<file path="src/rtl/mfreg_pkg.sv">
package mfreg_pkg;

    localparam int MODE_W = 2;

    // Operation code; index equals {mode[1], mode[0]}
    typedef enum logic [MODE_W-1:0] {
        MODE_HOLD = 2'b00,
        MODE_FLIP = 2'b01,
        MODE_ZERO = 2'b10,
        MODE_LOAD = 2'b11
    } mode_e;

endpackage

</file>
<file path="src/rtl/mfreg_sel4.sv">
module mfreg_sel4
    import mfreg_pkg::*;
(
    input  mode_e sel,
    input  logic  keep_v,
    input  logic  flip_v,
    input  logic  zero_v,
    input  logic  load_v,
    output logic  y
);

    always_comb begin
        unique case (sel)
            MODE_HOLD: y = keep_v;
            MODE_FLIP: y = flip_v;
            MODE_ZERO: y = zero_v;
            MODE_LOAD: y = load_v;
            default:   y = keep_v;
        endcase
    end

endmodule

</file>
<file path="src/rtl/mfreg_cell.sv">
module mfreg_cell
    import mfreg_pkg::*;
(
    input  logic  clk,
    input  logic  rst_n,
    input  mode_e mode,
    input  logic  d_bit,
    output logic  q_bit
);

    logic next_bit;

    // All four candidates formed in parallel, one picked
    mfreg_sel4 u_sel (
        .sel    (mode),
        .keep_v (q_bit),
        .flip_v (~q_bit),
        .zero_v (1'b0),
        .load_v (d_bit),
        .y      (next_bit)
    );

    always_ff @(posedge clk or negedge rst_n) begin
        if (!rst_n) begin
            q_bit <= 1'b0;
        end else begin
            q_bit <= next_bit;
        end
    end

    // two inversions in a row restore the bit
    p_double_flip_r8: assert property (@(posedge clk) disable iff (!rst_n)
        (mode == MODE_FLIP) ##1 (mode == MODE_FLIP) |=> (q_bit == $past(q_bit, 2)));

endmodule

</file>
<file path="src/rtl/mfreg_top.sv">
module mfreg_top
    import mfreg_pkg::*;
#(
    parameter int WIDTH = 4
) (
    input  logic             clk,
    input  logic             rst_n,
    input  logic [1:0]       mode,
    input  logic [WIDTH-1:0] din,
    output logic [WIDTH-1:0] q
);

    mode_e op;
    assign op = mode_e'(mode);

    // One flip-flop plus selector per bit
    for (genvar b = 0; b < WIDTH; b++) begin : g_bit
        mfreg_cell u_cell (
            .clk   (clk),
            .rst_n (rst_n),
            .mode  (op),
            .d_bit (din[b]),
            .q_bit (q[b])
        );
    end

    p_reset_zero_r1: assert property (@(posedge clk)
        !rst_n |-> (q == '0));

    p_hold_r2: assert property (@(posedge clk) disable iff (!rst_n)
        (mode == 2'b00) |=> (q == $past(q)));

    p_flip_r3: assert property (@(posedge clk) disable iff (!rst_n)
        (mode == 2'b01) |=> (q == ~$past(q)));

    p_clear_r4: assert property (@(posedge clk) disable iff (!rst_n)
        (mode == 2'b10) |=> (q == '0));

    p_load_r5: assert property (@(posedge clk) disable iff (!rst_n)
        (mode == 2'b11) |=> (q == $past(din)));

endmodule

</file>
<file path="config.mk">
export PLATFORM = sky130hd
export DESIGN_NAME = mfreg_top
export DESIGN_NICKNAME = d
export VERILOG_FILES = /design/src/rtl/mfreg_pkg.sv /design/src/rtl/mfreg_sel4.sv /design/src/rtl/mfreg_cell.sv /design/src/rtl/mfreg_top.sv
export SDC_FILE = /design/constraint.sdc
export NUM_CORES = 1
export LEC_CHECK = 0
export CORE_AREA = 4 4 41 43
export CTS_BUF_LIST = sky130_fd_sc_hd__clkbuf_4 sky130_fd_sc_hd__clkbuf_8 sky130_fd_sc_hd__clkbuf_16
export DETAILED_ROUTE_END_ITERATION = 10
export DIE_AREA = 0 0 45 47
export GPL_TIMING_DRIVEN = 1
export MAX_ROUTING_LAYER = met4
export SYNTH_ARGS = -nofsm -noshare
export SYNTH_HDL_FRONTEND = slang
export SYNTH_HIERARCHICAL = 1
export SYNTH_SLANG_ARGS = --single-unit
</file>
<file path="constraint.sdc">
create_clock -name clk -period 2.3 [get_ports clk]
set_input_delay 0.345 -clock clk [delete_from_list [all_inputs] [get_ports clk]]
set_output_delay 0.345 -clock clk [all_outputs]
set_load 0.005 [all_outputs]
</file>
==> run_results.csv, run 1 <==
group,metric,value,unit
floorplan,start_util,16.9,%
layout,diodes,0,
critical_path,cp.required,1.96,ns
floorplan,rows,13,
critical_path,slowest_stage,"clkdlybuf4s50_1",
yosys,synth_cell_types,4,
timing,fmax,683,MHz
placed_design,globalplace.congestion,0.646,
global_route,track_usage,5.94,%
timing,slew_viol_final,0,
clocking,clkLatencyLatePin,0.23,ns
critical_path,cp_max_fo,3,
clocking,htreeDepth,1,
detailed_routing,firstDrtPassIters,1,
clocking,ctsLongestPathBuffers,2,
layout,largest_reg_flops,4,
detailed_routing,initialDrtViolationCount,0,
clocking,cts_tree,"built",
yosys,netlist.area_leader.share,45.5,%
timing,fin_ws,0.836,ns
detailed_routing,viasPerCell,3.89,
yosys,synth-seq-area-share,45.5,%
run_status,outcome,"complete, no violations",
layout,postLayoutCoreUtil,28.6,%
detailed_routing,drc_errors,0,
global_route,grt_max_degree,5,
detailed_routing,vias,175,
layout,multiInputGateArea,105,um2
critical_path,cp.arrival,1.12,ns
yosys,ys_top_cells_by_area,"dfrtp_1, mux4_2, conb_1",
clocking,cts_resized,0,
pwr,p_per_area,635,nW/um2
pwr,ir_drop,152,uV
global_route,gr-total-overflow,0,
floorplan,die_area,2120,um2
clocking,clock-sinks,4,
clocking,hold_buffers,0,
critical_path,path_class,"reg -> out",
floorplan,die-height,47,um
yosys,yosys.area.top_type,"dfrtp_1",
layout,nets,40,
critical_path,critPathCaptureType,"primary output",
yosys,synth_area_per_cell,13.8,um2
yosys,synthCells,16,
timing,tns,0,ns
global_route,grt_pass1_wl,683,um
floorplan,coreArea,1300,um2
layout,top_register,"g_bit.u_cell/q_bit",
timing,timing.final.crit_share,63.6,%
timing,finalHoldViolCount,0,
floorplan,io_pins,12,
layout,seq_area,100,um2
yosys,ys_ff_latch,4,
global_route,grt_pass1_vias,176,
detailed_routing,drt-total-wl,457,um
timing,whs,0.310,ns
layout,final_common_cell,"clkdlybuf4s50_1",
timing,finClkSkew,0,ns
layout,mostFrequentLayoutCells,"clkdlybuf4s50_1, inv_1, dfrtp_1, mux4_2, conb_1",
clocking,clk_pin_slew,0.04,ns
critical_path,startpoint_type,"register",
timing,layout_min_cycle_time,1.46,ns
layout,drive_gt1_share,23.3,%
placed_design,hpwl,398,um
detailed_routing,wire_per_inst,10.2,um
timing,setup_viol,0,
detailed_routing,ant_nets,0,
layout,fillers,145,
critical_path,max_stage_delay,0.52,ns
layout,reg_top3,"g_bit.u_cell/q_bit x4",
critical_path,critPathTopFamily,"buffers and inverters",
yosys,synth_area,220,um2
placed_design,portBuffers,11,
global_route,antenna_found_initial,0,
floorplan,fp.dieW,45,um
pwr,total_leakage_power,0.163,nW
timing,rsz0062_at_grt,"no",
critical_path,path_buf_inv,1,
yosys,yosysWarningCount,6,
worst_hold_path,hold_class,"in -> async",
critical_path,crit_path_cell_trace,"clkdlybuf4s50_1",
run,max-cap-violations,0,
clocking,root_buffer,"clkbuf_4",
layout,syn2layout_area_growth,68.7,%
clocking,post-cts-setup-buffers,0,
yosys,synth_fp_nets,24,
placed_design,place_ws,0.649,ns
clocking,cts_inserted_buffers,3,
-- cell families (layout without fill, tap and decap cells) --
| group | count (synthesis) | in the layout | share of synthesized area [%] |
|---|---|---|---|
| muxes | 4 | 4 | 40.9 |
| DFF | 4 | 4 | 45.5 |
| other | 4 | 4 | 6.82 |
| buffers and inverters | 4 | 18 | 6.82 |
-- power breakdown --
| group | leakage [nW] | switching (mW) | total [mW] | internal, mW |
|---|---|---|---|---|
| Clock | 0.0138 | 0.0272 | 0.0854 | 0.0583 |
| Sequential | 0.0466 | 0.00865 | 0.0902 | 0.0815 |
| Combinational | 0.103 | 0.0160 | 0.0605 | 0.0446 |
| Total | 0.163 | 0.0518 | 0.236 | 0.184 |
-- metrics by stage --
stage	power (mW)	cells	area (um2)
global route	0.251	45	372
finish	0.236	45	372
floorplan	0.111	16	220
detailed placement	0.153	42	349
CTS	0.243	45	372
global placement	0.150	42	349
-- cell usage after synthesis (all sizes together) --
library cell and instances:
conb 4, inv 4, dfrtp 4, mux4 4
-- final timing paths --
path,to,slack [ns],depth (start not counted),start
hold reg to reg,g_bit[0].u_cell/q_bit$_DFF_PN0_,0.62,1,g_bit[0].u_cell/q_bit$_DFF_PN0_
setup reg to reg,g_bit[1].u_cell/q_bit$_DFF_PN0_,1.30,2,g_bit[1].u_cell/q_bit$_DFF_PN0_
max in group asynchronous,g_bit[2].u_cell/q_bit$_DFF_PN0_,1.83,1,rst_n
min in group clk,g_bit[0].u_cell/q_bit$_DFF_PN0_,0.62,1,g_bit[0].u_cell/q_bit$_DFF_PN0_
hold / removal,g_bit[0].u_cell/q_bit$_DFF_PN0_,0.31,1,rst_n
setup / recovery,q[1],0.84,1,g_bit[1].u_cell/q_bit$_DFF_PN0_
-- layout make-up --
| class | count | share of cell area [%] |
|---|---|---|
| Clock buffer | 3 | 6.06 |
| Inverter | 4 | 4.04 |
| Multi-Input combinational cell | 8 | 28.3 |
| Sequential cell | 4 | 26.9 |
| Tap cell | 15 | 5.05 |
| Timing Repair Buffer | 11 | 29.6 |
-- per-layer routing --
| layer | GRT usage, % | routed length, um | vias to the layer above |
|---|---|---|---|
| met3 | 3.45 | 81 | 2 |
| met1 | 5.16 | 160 | 81 |
| met4 | 8.77 | 18 | 0 |
| met2 | 7.34 | 197 | 14 |
| li1 | - | - | 78 |
| met5 | - | 0 | - |
No activity file was read; power rests on OpenSTA's default activity.
==> run 2, diff against run 1 <==
==> constraint.sdc (replaced) <==
create_clock -name clk -period 1.3 [get_ports clk]
set_input_delay 0.195 -clock clk [delete_from_list [all_inputs] [get_ports clk]]
set_output_delay 0.195 -clock clk [all_outputs]
set_load 0.005 [all_outputs]
==> run_results.csv, run 2 (synthesis gave the netlist of run 1 again) <==
group,metric,value,unit
run_status,outcome,"complete, no violations",
global_route,grt_pass1_vias,194,
detailed_routing,viasPerCell,3.80,
placed_design,globalplace.congestion,0.646,
layout,final_area,409,um2
layout,fillers,138,
timing,finalHoldViolCount,0,
timing,slew_viol_final,0,
detailed_routing,initialDrtViolationCount,0,
floorplan,die-height,47,um
layout,seq_area,100,um2
placed_design,portBuffers,11,
timing,timing.final.crit_share,96.8,%
clocking,hold_buffers,0,
worst_hold_path,hold_class,"in -> async",
floorplan,rows,13,
clocking,cts_tree,"built",
detailed_routing,drt-total-wl,471,um
layout,drive_gt1_share,32.4,%
clocking,root_buffer,"clkbuf_4",
layout,nets,44,
timing,fmax,795,MHz
detailed_routing,wire_per_inst,9.61,um
critical_path,cp.required,1.11,ns
timing,layout_min_cycle_time,1.26,ns
critical_path,slowest_stage,"clkdlybuf4s50_1",
critical_path,crit_path_cell_trace,"clkdlybuf4s50_1",
detailed_routing,firstDrtPassIters,1,
critical_path,critPathCaptureType,"primary output",
layout,reg_top3,"g_bit.u_cell/q_bit x4",
detailed_routing,ant_nets,0,
run,max-cap-violations,0,
critical_path,cp_max_fo,2,
critical_path,startpoint_type,"register",
layout,diodes,0,
layout,largest_reg_flops,4,
timing,finClkSkew,0,ns
clocking,clkLatencyLatePin,0.23,ns
critical_path,max_stage_delay,0.50,ns
placed_design,post_dp_cell_area,349,um2
layout,top_register,"g_bit.u_cell/q_bit",
critical_path,cp.arrival,1.06,ns
floorplan,coreArea,1300,um2
timing,rsz0062_at_grt,"no",
critical_path,path_buf_inv,1,
timing,setup_viol,0,
placed_design,hpwl,396,um
pwr,total_leakage_power,0.210,nW
timing,tns,0,ns
critical_path,critPathTopFamily,"buffers and inverters",
detailed_routing,drc_errors,0,
clocking,clock-sinks,4,
floorplan,start_util,16.9,%
pwr,ir_drop,270,uV
global_route,grt_max_degree,5,
global_route,antenna_found_initial,0,
floorplan,io_pins,12,
clocking,clk_pin_slew,0.04,ns
pwr,p_per_area,1070,nW/um2
clocking,ctsLongestPathBuffers,2,
global_route,gr-total-overflow,0,
detailed_routing,vias,186,
floorplan,fp.dieW,45,um
pwr,finalPower,0.437,mW
layout,final_common_cell,"clkdlybuf4s50_1",
layout,multiInputGateArea,105,um2
clocking,cts_inserted_buffers,3,
floorplan,die_area,2120,um2
critical_path,path_class,"reg -> out",
clocking,htreeDepth,1,
global_route,grt_pass1_wl,772,um
layout,syn2layout_area_growth,85.8,%
global_route,track_usage,6.44,%
-- run 2: worst paths after layout --
path	from	end	slack, ns	depth (start not counted)
setup / recovery	g_bit[2].u_cell/q_bit$_DFF_PN0_	q[2]	0.04	1
hold / removal	rst_n	g_bit[0].u_cell/q_bit$_DFF_PN0_	0.16	1
setup reg to reg	g_bit[3].u_cell/q_bit$_DFF_PN0_	g_bit[3].u_cell/q_bit$_DFF_PN0_	0.23	2
hold reg to reg	g_bit[0].u_cell/q_bit$_DFF_PN0_	g_bit[0].u_cell/q_bit$_DFF_PN0_	0.69	2
max in group asynchronous	rst_n	g_bit[3].u_cell/q_bit$_DFF_PN0_	0.98	1
min in group clk	din[2]	g_bit[2].u_cell/q_bit$_DFF_PN0_	0.67	2
-- run 2: routing by layer --
metal | vias to the layer above | global-route usage (%) | wire length, um
li1 | 85 | - | -
met1 | 89 | 5.65 | 186
met2 | 12 | 8.19 | 199
met3 | 0 | 4.98 | 86
met4 | 0 | 7.02 | 0
met5 | - | - | 0
-- run 2: timing repair --
item                                    CTS  global route
buffers inserted                          4             0
gates resized for setup                   0             3
endpoints found under the setup margin    4             3
endpoints found under the hold margin     0             0
-- run 2: report_power, final --
| part | internal, mW | leakage, nW | switching (mW) |
|---|---|---|---|
| logic | 0.0967 | 0.149 | 0.0388 |
| clock network | 0.103 | 0.0138 | 0.0463 |
| registers | 0.144 | 0.0466 | 0.00843 |
-- run 2: final cells by class --
cell class	instances	area share (%)
inverter	4	3.67
timing repair buffer	15	36.1
sequential	4	24.5
tap	15	4.59
clock buffer	3	5.50
multi-input combinational	8	25.7
-- run 2: stage by stage --
stage | worst slack (ns) | hold slack (ns) | std cells | utilization (%)
finish | 0.0422 | 0.161 | 49 | 31.4
detailed placement | -0.193 | 0.402 | 42 | 26.8
CTS | 0.0241 | 0.154 | 49 | 30.9
global placement | -0.164 | 0.401 | 42 | 26.8
floorplan | 0.347 | -0.101 | 16 | -
global route | 0.00191 | 0.174 | 49 | 31.4
